--- config.mk ---
export PLATFORM = sky130hd
export DESIGN_NAME = timer_oflag_gen
export DESIGN_NICKNAME = d
export VERILOG_FILES = /design/src/rtl/tof_pkg.sv /design/src/rtl/tof_alt_sel.sv /design/src/rtl/tof_flag_core.sv /design/src/rtl/tof_pin_stage.sv /design/src/rtl/timer_oflag_gen.sv
export SDC_FILE = /design/constraint.sdc
export NUM_CORES = 1
export LEC_CHECK = 0
export BUFFER_PORTS_ARGS = -buffer_cell sky130_fd_sc_hd__buf_2
export CAP_MARGIN = 20
export CORE_AREA = 8 8 45 47
export CTS_CLUSTER_DIAMETER = 120
export DETAILED_ROUTE_END_ITERATION = 10
export DIE_AREA = 0 0 53 55
export PLACE_DENSITY = 0.56
export SLEW_MARGIN = 30
export SYNTH_ARGS = -nofsm -noshare
export SYNTH_HDL_FRONTEND = slang
export SYNTH_SLANG_ARGS = --single-unit
--- constraint.sdc ---
create_clock -name clk -period 2.5 [get_ports clk]
set_input_delay 0.25 -clock clk [delete_from_list [all_inputs] [get_ports clk]]
set_output_delay 0.25 -clock clk [all_outputs]
set_load 0.005 [all_outputs]
--- src/rtl/tof_pkg.sv ---
package tof_pkg;
  localparam int MODE_W = 3;
  localparam int DBG_W  = 2;

  typedef enum logic [MODE_W-1:0] {
    OM_ACTIVE   = 3'd0,
    OM_CLR      = 3'd1,
    OM_SET      = 3'd2,
    OM_TGL      = 3'd3,
    OM_ALT      = 3'd4,
    OM_SET_SEC  = 3'd5,
    OM_SET_ROLL = 3'd6,
    OM_GATE     = 3'd7
  } omode_e;
endpackage

--- src/rtl/tof_alt_sel.sv ---
module tof_alt_sel
  import tof_pkg::*;
(
  input  logic   clk,
  input  logic   rst_n,
  input  omode_e mode,
  input  logic   cmp1_hit,
  input  logic   cmp2_hit,
  output logic   alt_hit
);
  // expect_two: 0 = waiting for comparator 1, 1 = waiting for comparator 2
  logic expect_two;

  assign alt_hit = (mode == OM_ALT) && (expect_two ? cmp2_hit : cmp1_hit);

  always_ff @(posedge clk or negedge rst_n) begin
    if (!rst_n)                expect_two <= 1'b0;
    else if (mode != OM_ALT)   expect_two <= 1'b0;
    else if (alt_hit)          expect_two <= ~expect_two;
  end

  assert_alt_swap_R4: assert property (@(posedge clk) disable iff (!rst_n)
    (mode == OM_ALT && alt_hit) |=> (expect_two != $past(expect_two)));

  assert_alt_home_R4: assert property (@(posedge clk) disable iff (!rst_n)
    (mode != OM_ALT) |=> !expect_two);
endmodule

--- src/rtl/tof_flag_core.sv ---
module tof_flag_core
  import tof_pkg::*;
#(
  parameter logic FLAG_RST = 1'b0
) (
  input  logic   clk,
  input  logic   rst_n,
  input  omode_e mode,
  input  logic   cmp_any,
  input  logic   alt_hit,
  input  logic   sec_edge,
  input  logic   rollover,
  input  logic   force_wr,
  input  logic   force_val,
  output logic   flag_q
);
  logic flag_d;

  always_comb begin
    flag_d = flag_q;
    if (force_wr) begin
      flag_d = force_val;
    end else begin
      unique case (mode)
        OM_CLR:      if (cmp_any) flag_d = 1'b0;
        OM_SET:      if (cmp_any) flag_d = 1'b1;
        OM_TGL:      if (cmp_any) flag_d = ~flag_q;
        OM_ALT:      if (alt_hit) flag_d = ~flag_q;
        OM_SET_SEC:  if (cmp_any) flag_d = 1'b1;
                     else if (sec_edge) flag_d = 1'b0;
        OM_SET_ROLL: if (cmp_any) flag_d = 1'b1;
                     else if (rollover) flag_d = 1'b0;
        default:     flag_d = flag_q;
      endcase
    end
  end

  always_ff @(posedge clk or negedge rst_n) begin
    if (!rst_n) flag_q <= FLAG_RST;
    else        flag_q <= flag_d;
  end

  assert_force_load_R8: assert property (@(posedge clk) disable iff (!rst_n)
    force_wr |=> (flag_q == $past(force_val)));

  assert_set_on_hit_R3: assert property (@(posedge clk) disable iff (!rst_n)
    (mode == OM_SET && cmp_any && !force_wr) |=> flag_q);

  assert_toggle_R3: assert property (@(posedge clk) disable iff (!rst_n)
    (mode == OM_TGL && cmp_any && !force_wr) |=> (flag_q != $past(flag_q)));

  assert_sec_clear_R5: assert property (@(posedge clk) disable iff (!rst_n)
    (mode == OM_SET_SEC && sec_edge && !cmp_any && !force_wr) |=> !flag_q);

  assert_roll_clear_R6: assert property (@(posedge clk) disable iff (!rst_n)
    (mode == OM_SET_ROLL && rollover && !cmp_any && !force_wr) |=> !flag_q);

  assert_hold_gate_R8: assert property (@(posedge clk) disable iff (!rst_n)
    ((mode == OM_GATE || mode == OM_ACTIVE) && !force_wr) |=> $stable(flag_q));
endmodule

--- src/rtl/tof_pin_stage.sv ---
module tof_pin_stage
  import tof_pkg::*;
#(
  parameter int DBG_LOW_BIT = 1
) (
  input  logic             clk,
  input  logic             rst_n,
  input  logic             raw_flag,
  input  logic             dbg_active,
  input  logic [DBG_W-1:0] dbg_ctl,
  input  logic             pol_inv,
  input  logic             oe,
  output logic             pin_data,
  output logic             pin_oe
);
  logic dbg_low;
  logic post_dbg;

  assign dbg_low  = dbg_active & dbg_ctl[DBG_LOW_BIT];
  assign post_dbg = dbg_low ? 1'b0 : raw_flag;
  assign pin_data = oe & (post_dbg ^ pol_inv);
  assign pin_oe   = oe;

  assert_dbg_low_R9: assert property (@(posedge clk) disable iff (!rst_n)
    (dbg_low && oe) |-> (pin_data == pol_inv));

  assert_quiet_pin_R11: assert property (@(posedge clk) disable iff (!rst_n)
    !oe |-> (!pin_data && !pin_oe));
endmodule

--- src/rtl/timer_oflag_gen.sv ---
module timer_oflag_gen
  import tof_pkg::*;
#(
  parameter logic FLAG_RST    = 1'b0,
  parameter int   DBG_LOW_BIT = 1
) (
  input  logic             clk,
  input  logic             rst_n,
  input  logic [MODE_W-1:0] mode_i,
  input  logic             cmp1_hit_i,
  input  logic             cmp2_hit_i,
  input  logic             cnt_active_i,
  input  logic             rollover_i,
  input  logic             sec_edge_i,
  input  logic             tick_i,
  input  logic             force_wr_i,
  input  logic             force_val_i,
  input  logic             dbg_active_i,
  input  logic [DBG_W-1:0] dbg_ctl_i,
  input  logic             pol_inv_i,
  input  logic             oe_i,
  output logic             flag_o,
  output logic             pin_data_o,
  output logic             pin_oe_o
);
  omode_e mode;
  logic   alt_hit;
  logic   flag_q;
  logic   raw_flag;

  assign mode = omode_e'(mode_i);

  tof_alt_sel u_alt (
    .clk      (clk),
    .rst_n    (rst_n),
    .mode     (mode),
    .cmp1_hit (cmp1_hit_i),
    .cmp2_hit (cmp2_hit_i),
    .alt_hit  (alt_hit)
  );

  tof_flag_core #(.FLAG_RST(FLAG_RST)) u_core (
    .clk       (clk),
    .rst_n     (rst_n),
    .mode      (mode),
    .cmp_any   (cmp1_hit_i | cmp2_hit_i),
    .alt_hit   (alt_hit),
    .sec_edge  (sec_edge_i),
    .rollover  (rollover_i),
    .force_wr  (force_wr_i),
    .force_val (force_val_i),
    .flag_q    (flag_q)
  );

  always_comb begin
    unique case (mode)
      OM_ACTIVE: raw_flag = cnt_active_i;
      OM_GATE:   raw_flag = tick_i & cnt_active_i;
      default:   raw_flag = flag_q;
    endcase
  end

  assign flag_o = raw_flag;

  tof_pin_stage #(.DBG_LOW_BIT(DBG_LOW_BIT)) u_pin (
    .clk        (clk),
    .rst_n      (rst_n),
    .raw_flag   (raw_flag),
    .dbg_active (dbg_active_i),
    .dbg_ctl    (dbg_ctl_i),
    .pol_inv    (pol_inv_i),
    .oe         (oe_i),
    .pin_data   (pin_data_o),
    .pin_oe     (pin_oe_o)
  );

  assert_gate_idle_R7: assert property (@(posedge clk) disable iff (!rst_n)
    (mode == OM_GATE && !cnt_active_i) |-> !flag_o);

  assert_active_follow_R2: assert property (@(posedge clk) disable iff (!rst_n)
    (mode == OM_ACTIVE) |-> (flag_o == cnt_active_i));
endmodule

# Yosys cells after proc, flatten, opt, wreduce, memory -nomap -nowiden
# Cells that the tools add are included.
dict set report word_totals {
  ff_bits 2
  in_bits 18
  out_inout_bits 3
  wordCells 43
}
dict set report op_classes {
  eq_ne 14
  muxes 15
  n_bitwise 7
  reduce_logical 5
}
# op count
set ops {}
lappend ops {{$mux W1} 13}
lappend ops {{$eq A3 B3 Y1 const B} 4}
lappend ops {{$ne A3 B2 Y1 const B} 3}
lappend ops {{$ne A4 B3 Y1 const B} 2}
lappend ops {{$reduce_and A7 Y1} 1}
lappend ops {{$reduce_bool A7 Y1} 1}
lappend ops {{$eq A3 B2 Y1 const B} 2}
lappend ops {{$ne A3 B3 Y1 const B} 2}
lappend ops {{$pmux W1 S6} 1}
lappend ops {{$and A1 B1 Y1} 3}
lappend ops {{$eq A3 B1 Y1 const B} 1}
lappend ops {{$logic_not A3 Y1} 1}
lappend ops {{$not A1 Y1} 2}
lappend ops {{$pmux W1 S2} 1}
lappend ops {{$reduce_bool A2 Y1} 1}
lappend ops {{$logic_and A1 B1 Y1} 1}
lappend ops {{$or A1 B1 Y1} 1}
lappend ops {{$xor A1 B1 Y1} 1}

# Longest topological paths before layout
dict set report depth {
  ltp_word 5
  depth_mapped 5
  mapped_depth_nobuf 4
}

# Cells and area by module
# From an unflattened synthesis, not the netlist that was laid out.
dict set report unflattened {
  cells_unflattened 35
  area_unflattened_um2 269.0
}
# mod instances cells_per_inst area_per_inst_um2 seq_area_each_um2
set by_module_without_submodules {}
lappend by_module_without_submodules {tof_flag_core 1 16 118.9 25.0}
lappend by_module_without_submodules {tof_alt_sel 1 6 61.3 25.0}
lappend by_module_without_submodules {timer_oflag_gen 1 8 50.0 0.0}
lappend by_module_without_submodules {tof_pin_stage 1 5 38.8 0.0}

# Worst setup path after synthesis
# No wires, ideal clock.
dict set report synth_timing {
  path_kind {reg2out}
  start {register u_core.flag_q}
  end {output pin_data_o}
  arrival_time_ps 1132
  required_time_ps 2250
  slack_ps 1118
  path_stages_with_launch 5
  n_path_buf 0
  path_cell_list {dfrtp_1 > nor2b_1 > o21ai_2 > and4_1 > or3_1}
}
dict set report synth_between {
  elab_chain_len 4
}
# item line_no
set synth_lines {}
lappend synth_lines {{start: declaration} tof_flag_core.sv:15} ;# output logic flag_q
lappend synth_lines {{start signal: assignment} tof_flag_core.sv:40} ;# else flag_q <= flag_d;
lappend synth_lines {{$pmux W1 S2} timer_oflag_gen.sv:56} ;# unique case (mode)
lappend synth_lines {{$mux W1} tof_pin_stage.sv:20} ;# assign post_dbg = dbg_low ? 1'b0 : raw_flag;
lappend synth_lines {{$xor A1 B1 Y1} tof_pin_stage.sv:21} ;# assign pin_data = oe & (post_dbg ^ pol_inv);
lappend synth_lines {{$and A1 B1 Y1} tof_pin_stage.sv:21}
lappend synth_lines {{end: declaration} timer_oflag_gen.sv:23} ;# output logic pin_data_o,
# Every way passes these cells.

# Worst setup path after layout
# Same ends and word-level chain as after synthesis.

==> impl_results.md <==
* # port buffers at 19
* Clk sinks at 2
* Leak at 0.2261 nW
* Fmax at about 560 MHz
* Starting Density at approximately a quarter
* Total power at ~0.00017 W
* Die X at ~53 um
* Syn nets at a little over 60
* Io pins at 21
* Diodes inserted at 0
* Netlist Area Pre-Place at about 320 sq um
* Die ar. at a little under 0.003 sq mm
* Accumulated negative setup slack at 0 ps
* Tmin final at about 1800 ps
* Final hold vios at 0
* DRT Pass-1 Iters at 4
* Sequential Power Share at a little over a fifth
* Worst slew pin tran at 233.7 ps
* Switching share of power at between 30 and 40%
* Period utilization at about 72%
* Clock Path Buffers at 2
* Sequential share of the synthesized area at ~15%
* Clock power share at approximately 43%
* Initial antenna violation count at 0
* DP HPWL at roughly 750 um
* Layout Nets at 84
* RSZ-0062 raised after global routing: false
* Syn_area_per_cell at 7.365 sq um
* Max-Cap Viols at 0
* Combinational share of power at approximately a third
* Clock buffer count from CTS at 3
* VDD IR-drop max at approximately 0.00017 V
* Worst Path Required at roughly 2300 ps
* Slew headroom at roughly 84%
* Final Setup Violations at 0
* Critical path class: register to primary output
* Grt ovf at 0
* Worst-path fanout max at 4
* Final Max Tran Viols at 0
* DR vias/cell at between 4 and 5
* Slowest stage delay, CP at 390 ps
* Detailed Route WL at between 900 and 1000 um
* Vias post-DR at between 300 and 400
* Crit-path cells: nor2b_1 > o21ai_2 > and4_1 > or3_1 > buf_2
* Routed wire per std cell at between 10 and 15 um
* Root buffer cell: clkbuf_4
* P_int at between 0.0001 and 0.00015 W
* Min-delay worst type: primary input to register
* Die Span Y at 55 um
* Largest net degree at the start of global routing at 11
* Netlist cell types at 27
* Crit path DAT at ~1600 ps
* Vias in the first global route at 378
* Clock skew at roughly 6.4 ps
* Yosys reg bits at 2
* Synth Instances at 44
* Worst-skew pair later-pin latency at between 200 and 250 ps
* Final Wtd Congestion at 0.7363
* Rows at 14
* Final ANT Viol Nets at 0
* DR iter-0 viols at 3
* Critical Path Sink Type: primary output
* H-tree depth at 1
* Status: complete, no violations
* Clk slew on worst S/H paths at 30 ps
* First-pass GRT wire length at 1497 um
* Share of cells above drive strength 1 at ~40%
* Layout area overhead at 37.45%
* CP startpoint kind: register
* Synth warn at 0
* Global-route usage over all layers at a little under 7%
* DRC viols at 0
* Core area at about 0.0014 sq mm
* P_sw at 0.00005391 W
* Slowest-stage cell, CP: dfrtp_1
* CTS tree: built
* Power per cell area at between 300 and 400 mW/mm^2
-- worst max-delay path: cells and delay by family, from the launching register on --
kind                   cells  cell delay, ps
and+or+nand+nor            3             710
AOI/OAI and AO/OA          1             100
DFF                        1             390
buffers and inverters      1             130
-- cell usage after synthesis (all sizes together) --
cell type / n / share of area (%)
a21boi: 2 / 5.8
a211o: 1 / 2.7
dfrtp: 2 / 15
o21ai: 4 / 8.5
a22oi: 1 / 2.3
and2: 1 / 1.9
a21o: 1 / 2.3
a211oi: 1 / 2.3
o311ai: 1 / 2.7
inv: 4 / 4.6
or3: 1 / 1.9
o22ai: 2 / 3.9
nand3: 2 / 3.1
nand3b: 1 / 2.3
nor4: 1 / 1.9
a221o: 1 / 3.1
nand2: 4 / 4.6
buf: 3 / 8.1
and4: 2 / 5.4
nor2b: 3 / 8.1
a21oi: 3 / 4.6
nor2: 2 / 2.3
nand2b: 1 / 1.9
-- final cells by class --
cell class / instances / area, sq um
Inverter: 4 / 15.01
Sequential cell: 2 / 50.05
Multi-Input combinational cell: 35 / 232.7
Timing Repair Buffer: 20 / 105.1
Clock buffer: 3 / 22.52
Tap cell: 16 / 20.02
Fill cell: 158 / 938.4
-- per-stage QoR --
stage	cell area [sq um]	setup slack, ps	util (%)	std cells	hold WS (ps)
floorplan	324.1	1118	-	44	-45.59
global placement	412.9	891.3	29.84	76	35.21
detailed placement	412.9	883.7	29.84	76	36.87
CTS	445.4	676.5	32.19	80	244.7
global route	445.4	562.0	32.19	80	284.0
finish	445.4	698.7	32.19	80	251.5
-- routing by layer --
metal | wire, um | vias to the layer above | share of wire (%) | track usage, %
li1 | - | 205 | - | -
met1 | 399 | 176 | 44 | 7.879
met2 | 472 | 14 | 51 | 10.35
met3 | 46 | 0 | 5.0 | 2.406
met4 | 0 | 0 | 0 | 5.172
met5 | 0 | - | 0 | 0
-- placed cells by master, fill, tap and decap left out --
master,n
a211oi_1,1
dlygate4sd3_1,1
inv_1,4
dfrtp_1,2
nand3b_1,1
nor4_1,1
or3_1,1
nand2_1,4
o21ai_2,2
nor2_1,2
nand2b_1,1
a22oi_1,1
and2_1,1
clkbuf_4,3
o21ai_0,2
a211o_1,1
nor2b_1,2
o22ai_1,2
a21o_1,1
and4_1,2
o311ai_1,1
a21boi_1,1
a21boi_2,1
a221o_1,1
buf_2,19
a21oi_1,3
nor2b_4,1
nand3_1,2
-- repair_timing --
item / in CTS / in global routing
resized for setup: 0 / 0
buffers inserted: 0 / 0
hold buffers: 1 / 0
hold endpoints to repair: 2 / 0
-- power groups by stage --
stage          sequential [W]  combinational, W  clock (W)
2_1_floorplan       0.0000375         0.0000386          0
3_3_place_gp        0.0000384         0.0000589          0
3_5_place_dp        0.0000384         0.0000598          0
4_1_cts             0.0000382         0.0000612  0.0000795
5_1_grt             0.0000386         0.0000687  0.0000827
6_report            0.0000381         0.0000607  0.0000747
-- registers in the layout, indices dropped and copies added, names as in the netlist --
name / count
u_alt.expect_two: 1
u_core.flag_q: 1
-- worst paths after layout --
| kind | cells after the start | endpoint | slack, ps | startpoint |
|---|---|---|---|---|
| setup / recovery | 5 | pin_data_o | 700 | u_core.flag_q |
| hold / removal | 3 | u_core.flag_q | 250 | force_val_i |
| setup reg to reg | 4 | u_core.flag_q | 1250 | u_core.flag_q |
| hold reg to reg | 2 | u_alt.expect_two | 620 | u_alt.expect_two |
| max in group asynchronous | 2 | u_core.flag_q | 2070 | rst_n |
| min in group asynchronous | 2 | u_alt.expect_two | 330 | rst_n |
-- cells by family (layout without fill, tap and decap cells) --
| family | after synthesis | in the layout | share of synthesized area, % |
|---|---|---|---|
| buffers and inverters | 7 | 27 | 12.74 |
| AND/OR/NAND/NOR | 18 | 18 | 33.60 |
| AO/OA/AOI/OAI | 17 | 17 | 38.23 |
| flip-flops | 2 | 2 | 15.44 |
No activity file was read; power rests on OpenSTA's default activity.
